### src/rtl/dbgc_pkg.sv
`timescale 1ns/1ps
package dbgc_pkg;
  localparam int DATA_W   = 32;
  localparam int ADDR_W   = 5;
  localparam int CHAIN_W  = DATA_W + ADDR_W + 1;
  localparam int NUM_ADDR = 1 << ADDR_W;

  // fixed index map
  localparam int IDX_DCTRL  = 0;
  localparam int IDX_DSTAT  = 1;
  localparam int IDX_VCATCH = 2;
  localparam int IDX_CCTRL  = 4;
  localparam int IDX_CDATA  = 5;
  localparam int WP_BASE    = 8;
  localparam int WP_STRIDE  = 8;
  localparam int NUM_WP     = 2;
  localparam int WP_REGS    = 6;
  localparam int WP_CVAL_OFS = 4;
  localparam int WP_CMSK_OFS = 5;

  // implemented widths
  localparam int DCTRL_W  = 6;
  localparam int DSTAT_W  = 5;
  localparam int VCATCH_W = 8;
  localparam int CCTRL_W  = 6;
  localparam int WP_CVAL_W = 9;
  localparam int WP_CMSK_W = 8;
  localparam int MON_BIT  = 4;

  // implemented width of an index, 0 when the index is unmapped
  function automatic int field_width(input logic [ADDR_W-1:0] a);
    int ai, off, unit, idx;
    ai = int'(32'(a));
    field_width = 0;
    case (ai)
      IDX_DCTRL:  field_width = DCTRL_W;
      IDX_DSTAT:  field_width = DSTAT_W;
      IDX_VCATCH: field_width = VCATCH_W;
      IDX_CCTRL:  field_width = CCTRL_W;
      IDX_CDATA:  field_width = DATA_W;
      default: begin
        if (ai >= WP_BASE) begin
          off  = ai - WP_BASE;
          unit = off / WP_STRIDE;
          idx  = off % WP_STRIDE;
          if (unit < NUM_WP && idx < WP_REGS) begin
            if (idx == WP_CVAL_OFS)      field_width = WP_CVAL_W;
            else if (idx == WP_CMSK_OFS) field_width = WP_CMSK_W;
            else                         field_width = DATA_W;
          end
        end
      end
    endcase
  endfunction

  function automatic logic [DATA_W-1:0] width_mask(input logic [ADDR_W-1:0] a);
    int w;
    w = field_width(a);
    for (int i = 0; i < DATA_W; i++) width_mask[i] = (i < w);
  endfunction
endpackage

### src/rtl/dbgc_shift.sv
`timescale 1ns/1ps
module dbgc_shift #(
  parameter int DATA_W  = dbgc_pkg::DATA_W,
  parameter int CHAIN_W = dbgc_pkg::CHAIN_W
) (
  input  logic               tck,
  input  logic               rst_n,
  input  logic               tap_reset,
  input  logic               sel,
  input  logic               capture,
  input  logic               shift,
  input  logic               tdi,
  input  logic [DATA_W-1:0]  cap_data,
  output logic [CHAIN_W-1:0] frame,
  output logic               tdo
);
  logic [CHAIN_W-1:0] sr;
  logic               byp;

  always_ff @(posedge tck or negedge rst_n) begin
    if (!rst_n) begin
      sr  <= '0;
      byp <= 1'b0;
    end else if (tap_reset) begin
      sr  <= '0;
      byp <= 1'b0;
    end else if (sel) begin
      if (capture)    sr <= CHAIN_W'(cap_data);
      else if (shift) sr <= {tdi, sr[CHAIN_W-1:1]};
    end else begin
      if (capture)    byp <= 1'b0;
      else if (shift) byp <= tdi;
    end
  end

  assign frame = sr;
  assign tdo   = sel ? sr[0] : byp;

  AST_SHIFT_ORDER: assert property (@(posedge tck) disable iff (!rst_n || tap_reset)
    (sel && shift && !capture) |=> (sr[CHAIN_W-1] == $past(tdi) && sr[CHAIN_W-2:0] == $past(sr[CHAIN_W-1:1])));
  AST_CAPTURE_LOAD: assert property (@(posedge tck) disable iff (!rst_n || tap_reset)
    (sel && capture) |=> (sr[CHAIN_W-1:DATA_W] == '0 && sr[DATA_W-1:0] == $past(cap_data)));
  AST_BYPASS_DELAY: assert property (@(posedge tck) disable iff (!rst_n || tap_reset)
    (!sel && shift && !capture) |=> (sel || tdo == $past(tdi)));
endmodule

### src/rtl/dbgc_decode.sv
`timescale 1ns/1ps
module dbgc_decode #(
  parameter int ADDR_W   = dbgc_pkg::ADDR_W,
  parameter int NUM_ADDR = dbgc_pkg::NUM_ADDR
) (
  input  logic [ADDR_W-1:0]   addr,
  output logic [NUM_ADDR-1:0] hit
);
  for (genvar a = 0; a < NUM_ADDR; a++) begin : g_hit
    localparam bit MAPPED = dbgc_pkg::field_width(ADDR_W'(a)) > 0;
    assign hit[a] = MAPPED && (addr == ADDR_W'(a));
  end

  always_comb begin
    AST_ONE_TARGET: assert ($onehot0(hit));
  end
endmodule

### src/rtl/dbgc_regfile.sv
`timescale 1ns/1ps
module dbgc_regfile #(
  parameter int DATA_W   = dbgc_pkg::DATA_W,
  parameter int ADDR_W   = dbgc_pkg::ADDR_W,
  parameter int NUM_ADDR = dbgc_pkg::NUM_ADDR
) (
  input  logic                tck,
  input  logic                rst_n,
  input  logic                tap_reset,
  input  logic                wr_en,
  input  logic [NUM_ADDR-1:0] wr_hit,
  input  logic [DATA_W-1:0]   wdata,
  input  logic                nom_en,
  input  logic [ADDR_W-1:0]   nom_addr,
  output logic [ADDR_W-1:0]   nom_q,
  output logic [DATA_W-1:0]   rd_data,
  output logic                mon_en
);
  logic [NUM_ADDR-1:0][DATA_W-1:0] regs;

  for (genvar a = 0; a < NUM_ADDR; a++) begin : g_reg
    localparam int W = dbgc_pkg::field_width(ADDR_W'(a));
    if (W > 0) begin : g_impl
      logic [W-1:0] q;
      always_ff @(posedge tck or negedge rst_n) begin
        if (!rst_n)                  q <= '0;
        else if (tap_reset)          q <= '0;
        else if (wr_en && wr_hit[a]) q <= wdata[W-1:0];
      end
      assign regs[a] = DATA_W'(q);
    end else begin : g_hole
      assign regs[a] = '0;
    end
  end

  always_ff @(posedge tck or negedge rst_n) begin
    if (!rst_n)         nom_q <= '0;
    else if (tap_reset) nom_q <= '0;
    else if (nom_en)    nom_q <= nom_addr;
  end

  assign rd_data = regs[nom_q];
  assign mon_en  = regs[dbgc_pkg::IDX_DCTRL][dbgc_pkg::MON_BIT];

  AST_FULL_WORD_STORE: assert property (@(posedge tck) disable iff (!rst_n || tap_reset)
    (wr_en && wr_hit[dbgc_pkg::IDX_CDATA]) |=> (regs[dbgc_pkg::IDX_CDATA] == $past(wdata)));
  AST_WRITE_KEEPS_NOM: assert property (@(posedge tck) disable iff (!rst_n || tap_reset)
    (wr_en && !nom_en) |=> $stable(nom_q));
endmodule

### src/rtl/dbg_scan_chain.sv
`timescale 1ns/1ps
module dbg_scan_chain (
  input  logic tck,
  input  logic rst_n,
  input  logic tap_reset,
  input  logic chain_sel,
  input  logic capture_dr,
  input  logic shift_dr,
  input  logic update_dr,
  input  logic tdi,
  output logic tdo,
  output logic mon_en
);
  import dbgc_pkg::*;

  logic [CHAIN_W-1:0]  frame;
  logic [DATA_W-1:0]   upd_data;
  logic [ADDR_W-1:0]   upd_addr;
  logic                upd_write;
  logic                upd_fire;
  logic [NUM_ADDR-1:0] hit;
  logic [ADDR_W-1:0]   nom_q;
  logic [DATA_W-1:0]   rd_data;

  assign upd_data  = frame[DATA_W-1:0];
  assign upd_addr  = frame[DATA_W+ADDR_W-1:DATA_W];
  assign upd_write = frame[CHAIN_W-1];
  assign upd_fire  = update_dr && chain_sel;

  dbgc_shift u_shift (
    .tck(tck), .rst_n(rst_n), .tap_reset(tap_reset),
    .sel(chain_sel), .capture(capture_dr), .shift(shift_dr),
    .tdi(tdi), .cap_data(rd_data), .frame(frame), .tdo(tdo)
  );

  dbgc_decode u_decode (
    .addr(upd_addr), .hit(hit)
  );

  dbgc_regfile u_regs (
    .tck(tck), .rst_n(rst_n), .tap_reset(tap_reset),
    .wr_en(upd_fire && upd_write), .wr_hit(hit), .wdata(upd_data),
    .nom_en(upd_fire && !upd_write), .nom_addr(upd_addr),
    .nom_q(nom_q), .rd_data(rd_data), .mon_en(mon_en)
  );

  AST_MON_WRITE: assert property (@(posedge tck) disable iff (!rst_n || tap_reset)
    (upd_fire && upd_write && upd_addr == ADDR_W'(IDX_DCTRL)) |=> (mon_en == $past(upd_data[MON_BIT])));
  AST_MON_HOLD: assert property (@(posedge tck) disable iff (!rst_n || tap_reset)
    !(upd_fire && upd_write) |=> $stable(mon_en));
  AST_UPPER_ZERO: assert property (@(posedge tck) disable iff (!rst_n)
    ((rd_data & ~width_mask(nom_q)) == '0));
  AST_HOLE_ZERO: assert property (@(posedge tck) disable iff (!rst_n)
    (field_width(nom_q) == 0) |-> (rd_data == '0));
  AST_TAP_CLEAR: assert property (@(posedge tck) disable iff (!rst_n)
    tap_reset |=> (rd_data == '0 && !mon_en && nom_q == '0));
endmodule

### config.mk
export PLATFORM = sky130hd
export DESIGN_NAME = dbg_scan_chain
export DESIGN_NICKNAME = d
export VERILOG_FILES = /design/src/rtl/dbgc_pkg.sv /design/src/rtl/dbgc_shift.sv /design/src/rtl/dbgc_decode.sv /design/src/rtl/dbgc_regfile.sv /design/src/rtl/dbg_scan_chain.sv
export SDC_FILE = /design/constraint.sdc
export NUM_CORES = 1
export LEC_CHECK = 0
export CAP_MARGIN = 20
export CORE_ASPECT_RATIO = 0.8
export CORE_UTILIZATION = 67
export CTS_BUF_LIST = sky130_fd_sc_hd__clkbuf_4
export DETAILED_ROUTE_END_ITERATION = 16
export MAX_ROUTING_LAYER = met4
export PLACE_DENSITY_LB_ADDON = 0.25
export REMOVE_ABC_BUFFERS = 1
export SLEW_MARGIN = 0
export SYNTH_ARGS = -nofsm -noshare
export SYNTH_HDL_FRONTEND = slang
export SYNTH_SLANG_ARGS = --single-unit
export TNS_END_PERCENT = 1
### constraint.sdc
create_clock -name tck -period 5.31 [get_ports tck]
set_input_delay 1.3275 -clock tck [delete_from_list [all_inputs] [get_ports tck]]
set_output_delay 1.3275 -clock tck [all_outputs]
set_load 0.03 [all_outputs]
# Yosys cells after proc, flatten, opt, wreduce, memory -nomap -nowiden
# Index checks and enable logic that the tools add are counted.
dict set report op_classes {
  n_addsub 0
  mul 0
  n_div 0
  n_lt_le_gt_ge 1
  n_eq_ne 17
  shifts 0
  muxes 47
  bitwise_logic 0
  n_reduce_logical 44
}
# cell count
set op_table {}
lappend op_table {{2-to-1 mux 32 bit} 19}
lappend op_table {{binary-select mux 32 bit (select 5 bit)} 1}
lappend op_table {{2-to-1 mux 38 bit} 4}
lappend op_table {{2-to-1 mux 8 bit} 6}
lappend op_table {{nonzero test 2 bit} 19}
lappend op_table {{2-to-1 mux 9 bit} 4}
lappend op_table {{== test 5 x 4 -> 1 bit, second input constant} 6}
lappend op_table {{== test 5 bit, second input constant} 6}
lappend op_table {{2-to-1 mux 6 bit} 4}
lappend op_table {{logical AND 1 bit} 20}
lappend op_table {{2-to-1 mux 5 bit} 4}
lappend op_table {{== test 5 x 3 -> 1 bit, second input constant} 2}
lappend op_table {{less-than comparator 5 x 6 -> 1 bit, second input constant} 1}
lappend op_table {{== test 5 x 1 -> 1 bit, second input constant} 1}
lappend op_table {{== test 5 x 2 -> 1 bit, second input constant} 1}
lappend op_table {{zero test 5 bit} 1}
lappend op_table {{2-to-1 mux 1 bit} 5}
lappend op_table {{AND reduction 2 bit} 2}
lappend op_table {{nonzero test 3 bit} 1}
lappend op_table {{inequality test 2 bit, second input constant} 1}
lappend op_table {{zero test 1 bit} 1}
dict set report totals {
  regBits 391
  latch_bits 0
  mem_bits_rw 0
  rom_bits 0
  in_bits 8
  out_inout_bits 2
  word_cells 129
  mem_count 0
}

# Logic depth before layout (Yosys ltp)
dict set report depth {
  word_depth 5
  ltp_mapped 7
  mapped_depth_nobuf 4
}

# By module
# A second synthesis with hierarchy kept.
dict set report hier_totals {
  hier_cells 2115
  area_unflattened_um2 19337.3
}
# module n_inst cells_each area_per_inst_um2 seq_area_each_um2
set modules_own_cells {}
lappend modules_own_cells {dbgc_regfile 1 1885 16933.7 8808.4}
lappend modules_own_cells {dbgc_shift 1 187 2135.8 975.9}
lappend modules_own_cells {dbgc_decode 1 41 251.5 0.0}
lappend modules_own_cells {dbg_scan_chain 1 2 16.3 0.0}

# Worst setup path after synthesis
# No wires, ideal clock.
dict set report synth_timing {
  path_type {input -> output}
  startpoint {input port chain_sel}
  endpoint {output port tdo}
  t_arrival_ns 2.181
  required_time_ns 3.983
  path_slack_ns 1.802
  path_stages 2
  path_buffers 1
  path_cell_list {buf_2 -> o21ai_0}
}
dict set report synth_via {
  elab_chain_cells 1
}
# item line_no
set synth_rtl {}
lappend synth_rtl {{start, declared} dbg_scan_chain.sv:6} ;# input logic chain_sel,
lappend synth_rtl {{2-to-1 mux 1 bit} dbgc_shift.sv:37} ;# assign tdo = sel ? sr[0] : byp;
lappend synth_rtl {{end, declared} dbg_scan_chain.sv:11} ;# output logic tdo,
# Every way passes these cells.

# Worst setup path after layout
# Ends and elaborated chain as after synthesis.

==> flow_results.xml <==
<?xml version="1.0" encoding="UTF-8"?>
<metrics>
  <group name="sta">
    <metric name="slew_headroom" unit="%">27.6</metric>
    <metric name="worst-slew-pin-transition" unit="ps">1090</metric>
    <metric name="finalSetupViolCount" unit="">0</metric>
    <metric name="unrepaired_setup_endpoints_after_global_routing" unit="">no</metric>
    <metric name="skew" unit="ps">49.5</metric>
    <metric name="drv_slew" unit="">0</metric>
    <metric name="totalNegativeSetupSlack" unit="ps">0</metric>
    <metric name="final.period_utilization" unit="%">82.5</metric>
    <metric name="max_freq" unit="MHz">228</metric>
    <metric name="hold_violations" unit="">0</metric>
    <metric name="finalCriticalPeriod" unit="ps">4380</metric>
  </group>
  <group name="grt">
    <metric name="pin_count_of_the_biggest_net_entering_global_routing" unit="">109</metric>
    <metric name="groute.usage.overall" unit="%">39.3</metric>
    <metric name="first_global_vias" unit="">15700</metric>
    <metric name="antenna_found_initial" unit="">1</metric>
    <metric name="overflow" unit="">0</metric>
    <metric name="first_pass_grt_wire_length" unit="um">83900</metric>
  </group>
  <group name="placement">
    <metric name="gpl.final_weighted_congestion" unit="">0.919</metric>
    <metric name="dpl_cell_area" unit="um^2">18900</metric>
    <metric name="port_buffers" unit="">9</metric>
    <metric name="dp.final_hpwl" unit="um">28800</metric>
    <metric name="dpl.cell_count" unit="">2212</metric>
  </group>
  <group name="setup_path">
    <metric name="rr_startpoint" unit="">u_shift.frame[36]$_DFFE_PN0P_</metric>
    <metric name="worst_setup_path_start_kind" unit="">input pin</metric>
    <metric name="setup.reg_to_reg.worst_slack" unit="ps">2480</metric>
    <metric name="critical_path_peak_fanout" unit="">15</metric>
    <metric name="arrival" unit="ps">3050</metric>
    <metric name="worst_r2r_path_depth" unit="">5</metric>
    <metric name="worstReg2RegEnd" unit="">u_regs.g_reg[16].g_impl.q[31]$_DFFE_PN0P_</metric>
    <metric name="critPathRequiredTime" unit="ps">3980</metric>
    <metric name="setup.worst_path.class" unit="">in2out</metric>
    <metric name="timing.critical_path.to_type" unit="">output pin</metric>
  </group>
  <group name="pwr">
    <metric name="peakVddDrop" unit="V">0.000195</metric>
    <metric name="cellPowerDensity" unit="nW/um^2">277</metric>
    <metric name="power.leakage" unit="nW">8.22</metric>
    <metric name="total_power_of_the_final_layout" unit="mW">5.54</metric>
  </group>
  <group name="flow_run">
    <metric name="maxCapViolations" unit="">0</metric>
  </group>
  <group name="logic_synthesis">
    <metric name="synth_area" unit="um^2">18700</metric>
    <metric name="synth_instances" unit="">2000</metric>
    <metric name="synth-seq-area-share" unit="%">52.2</metric>
    <metric name="synth-edff-count" unit="">0</metric>
    <metric name="asyncSetResetFlopFracSynth" unit="%">100</metric>
    <metric name="postSynthRegisterBits" unit="">391</metric>
    <metric name="postSynth.topFlopCell" unit="">sky130_fd_sc_hd__dfrtp_1</metric>
    <metric name="synth.lib_cells_used.distinct" unit="">55</metric>
    <metric name="syn_avg_cell_area" unit="um^2">9.37</metric>
    <metric name="yosysWarnings" unit="">0</metric>
  </group>
  <group name="status">
    <metric name="run_status" unit="">finished, final reports clean</metric>
  </group>
  <group name="route">
    <metric name="drt_pass1_iterations" unit="">5</metric>
    <metric name="dr_drc_count" unit="">0</metric>
    <metric name="ant_nets" unit="">0</metric>
    <metric name="drt_iter0_markers" unit="">1787</metric>
    <metric name="detail_route.wl_per_cell" unit="um">22.1</metric>
    <metric name="num_vias" unit="">15600</metric>
    <metric name="route.detailed.vias_per_inst" unit="">6.58</metric>
    <metric name="postRouteWirelength" unit="um">52300</metric>
  </group>
  <group name="clock_tree">
    <metric name="cts-hold-fix-buffers" unit="">0</metric>
    <metric name="clkLatencyLatePin" unit="ps">760</metric>
    <metric name="cts_num_sinks" unit="">391</metric>
    <metric name="clock_buffer_count_from_cts" unit="">96</metric>
    <metric name="cts.root.buffer_cell" unit="">sky130_fd_sc_hd__clkbuf_4</metric>
    <metric name="setup_fix_bufs_post_cts" unit="">0</metric>
    <metric name="cts-resized-gates" unit="">0</metric>
    <metric name="clk_buf_depth" unit="">3</metric>
    <metric name="htree_levels" unit="">3</metric>
    <metric name="cts.reportedPaths.clkPinSlew" unit="ps">60</metric>
    <metric name="cts_tree" unit="">yes</metric>
  </group>
  <group name="cells_and_area">
    <metric name="finalNetCount" unit="">1954</metric>
    <metric name="fraction_of_layout_cells_with_a_size_suffix_above_1" unit="%">12.5</metric>
    <metric name="final_area" unit="um^2">20000</metric>
    <metric name="layout_common_cells" unit="">595 x sky130_fd_sc_hd__nand2_1, 389 x sky130_fd_sc_hd__dfrtp_1, 303 x sky130_fd_sc_hd__a21oi_1</metric>
    <metric name="layout.cells.most_common" unit="">sky130_fd_sc_hd__nand2_1</metric>
    <metric name="syn2layout_area_growth" unit="%">6.75</metric>
    <metric name="final_cells" unit="">2366</metric>
  </group>
  <group name="min_path">
    <metric name="worstHoldEndpoint" unit="">u_regs.g_reg[17].g_impl.q[4]$_DFFE_PN0P_</metric>
    <metric name="min-delay-start" unit="">u_regs.g_reg[17].g_impl.q[4]$_DFFE_PN0P_</metric>
    <metric name="worst_hold_path_type" unit="">reg2reg</metric>
    <metric name="holdPathStages" unit="">2</metric>
  </group>
  <group name="die">
    <metric name="floorplan.die_area" unit="um^2">28600</metric>
    <metric name="core" unit="um^2">27400</metric>
    <metric name="die_h" unit="um">152</metric>
    <metric name="num_rows" unit="">54</metric>
    <metric name="floorplan.initialDensity" unit="%">68.5</metric>
    <metric name="die_w" unit="um">189</metric>
    <metric name="ios" unit="">10</metric>
  </group>
</metrics>
## worst max-delay path by stage
stage,end,cells past startpoint,from,slack [ps]
floorplan,u_shift.frame[10]$_DFFE_PN0P_,4,u_regs.nom_q[0]$_DFFE_PN0P_,650
global placement,tdo,4,chain_sel,920
detailed placement,tdo,4,chain_sel,950
CTS,tdo,4,chain_sel,950
global route,tdo,4,chain_sel,890
finish,tdo,4,chain_sel,930
## sequential cells by signal (all words and copies together) (netlist names)
name,count
u_shift.byp,1
u_shift.frame,38
u_regs.nom_q,5
u_regs.g.g_impl.q,347
## logic make-up after synthesis
group / count (synthesis) / synth area share [%]
buf+inv: 211 / 4.85
mux: 194 / 12.5
flops: 391 / 52.2
compound gates: 468 / 14.4
simple gates: 736 / 16.0
## cell usage after synthesis (14+ instances only)
library cell | number | area (um^2)
sky130_fd_sc_hd__clkbuf_1 | 118 | 443
sky130_fd_sc_hd__a21oi_1 | 303 | 1520
sky130_fd_sc_hd__nor2_1 | 71 | 267
sky130_fd_sc_hd__a221oi_1 | 29 | 254
sky130_fd_sc_hd__o22ai_1 | 24 | 150
sky130_fd_sc_hd__mux2_2 | 19 | 214
sky130_fd_sc_hd__mux4_2 | 30 | 676
sky130_fd_sc_hd__buf_2 | 72 | 360
sky130_fd_sc_hd__nand2_1 | 595 | 2230
sky130_fd_sc_hd__mux2i_1 | 145 | 1450
sky130_fd_sc_hd__o21ai_0 | 23 | 115
sky130_fd_sc_hd__nand3_1 | 14 | 70.1
sky130_fd_sc_hd__o21ai_1 | 16 | 80.1
sky130_fd_sc_hd__a22oi_1 | 44 | 330
sky130_fd_sc_hd__dfrtp_1 | 391 | 9780
## report_power, final
part	leakage, nW	total [mW]	internal [mW]	switching, mW
clock	0.670	2.40	1.21	1.19
combinational	2.08	0.161	0.0233	0.137
sequential	5.46	2.98	2.98	0.00475
total	8.22	5.54	4.21	1.33
## layout make-up
| class | instances | area (um^2) |
|---|---|---|
| sequential | 391 | 9790 |
| tap | 364 | 455 |
| fill | 1965 | 7360 |
| clock buffer | 136 | 1020 |
| timing repair buffer | 51 | 490 |
| clock inverter | 17 | 91.3 |
| multi-input combinational | 1398 | 8120 |
| antenna | 1 | 2.50 |
| inverter | 8 | 30.0 |
## routing by layer
layer	vias to the layer above	global-route usage (%)	wire length, um
met1	7694	51.3	20300
met2	950	59.2	24100
met4	0	16.4	1630
li1	6767	-	-
met3	148	9.90	6190
met5	-	-	0
## critical path, stage by stage
cell and delay [ps]:
sky130_fd_sc_hd__clkdlybuf4s50_1 820, sky130_fd_sc_hd__nand2_1 90, sky130_fd_sc_hd__o21ai_0 110, sky130_fd_sc_hd__clkdlybuf4s50_1 700
## per-stage QoR
| stage | hold slack, ps | setup WS (ps) | utilization, % |
|---|---|---|---|
| 2_1_floorplan | 485 | 648 | - |
| 6_report | 517 | 931 | 73.1 |
| 5_1_grt | 533 | 892 | 73.1 |
| 4_1_cts | 520 | 954 | 73.1 |
| 3_5_place_dp | 509 | 952 | 69.0 |
| 3_3_place_gp | 501 | 917 | 69.0 |
(Power assumes the default switching activity.)
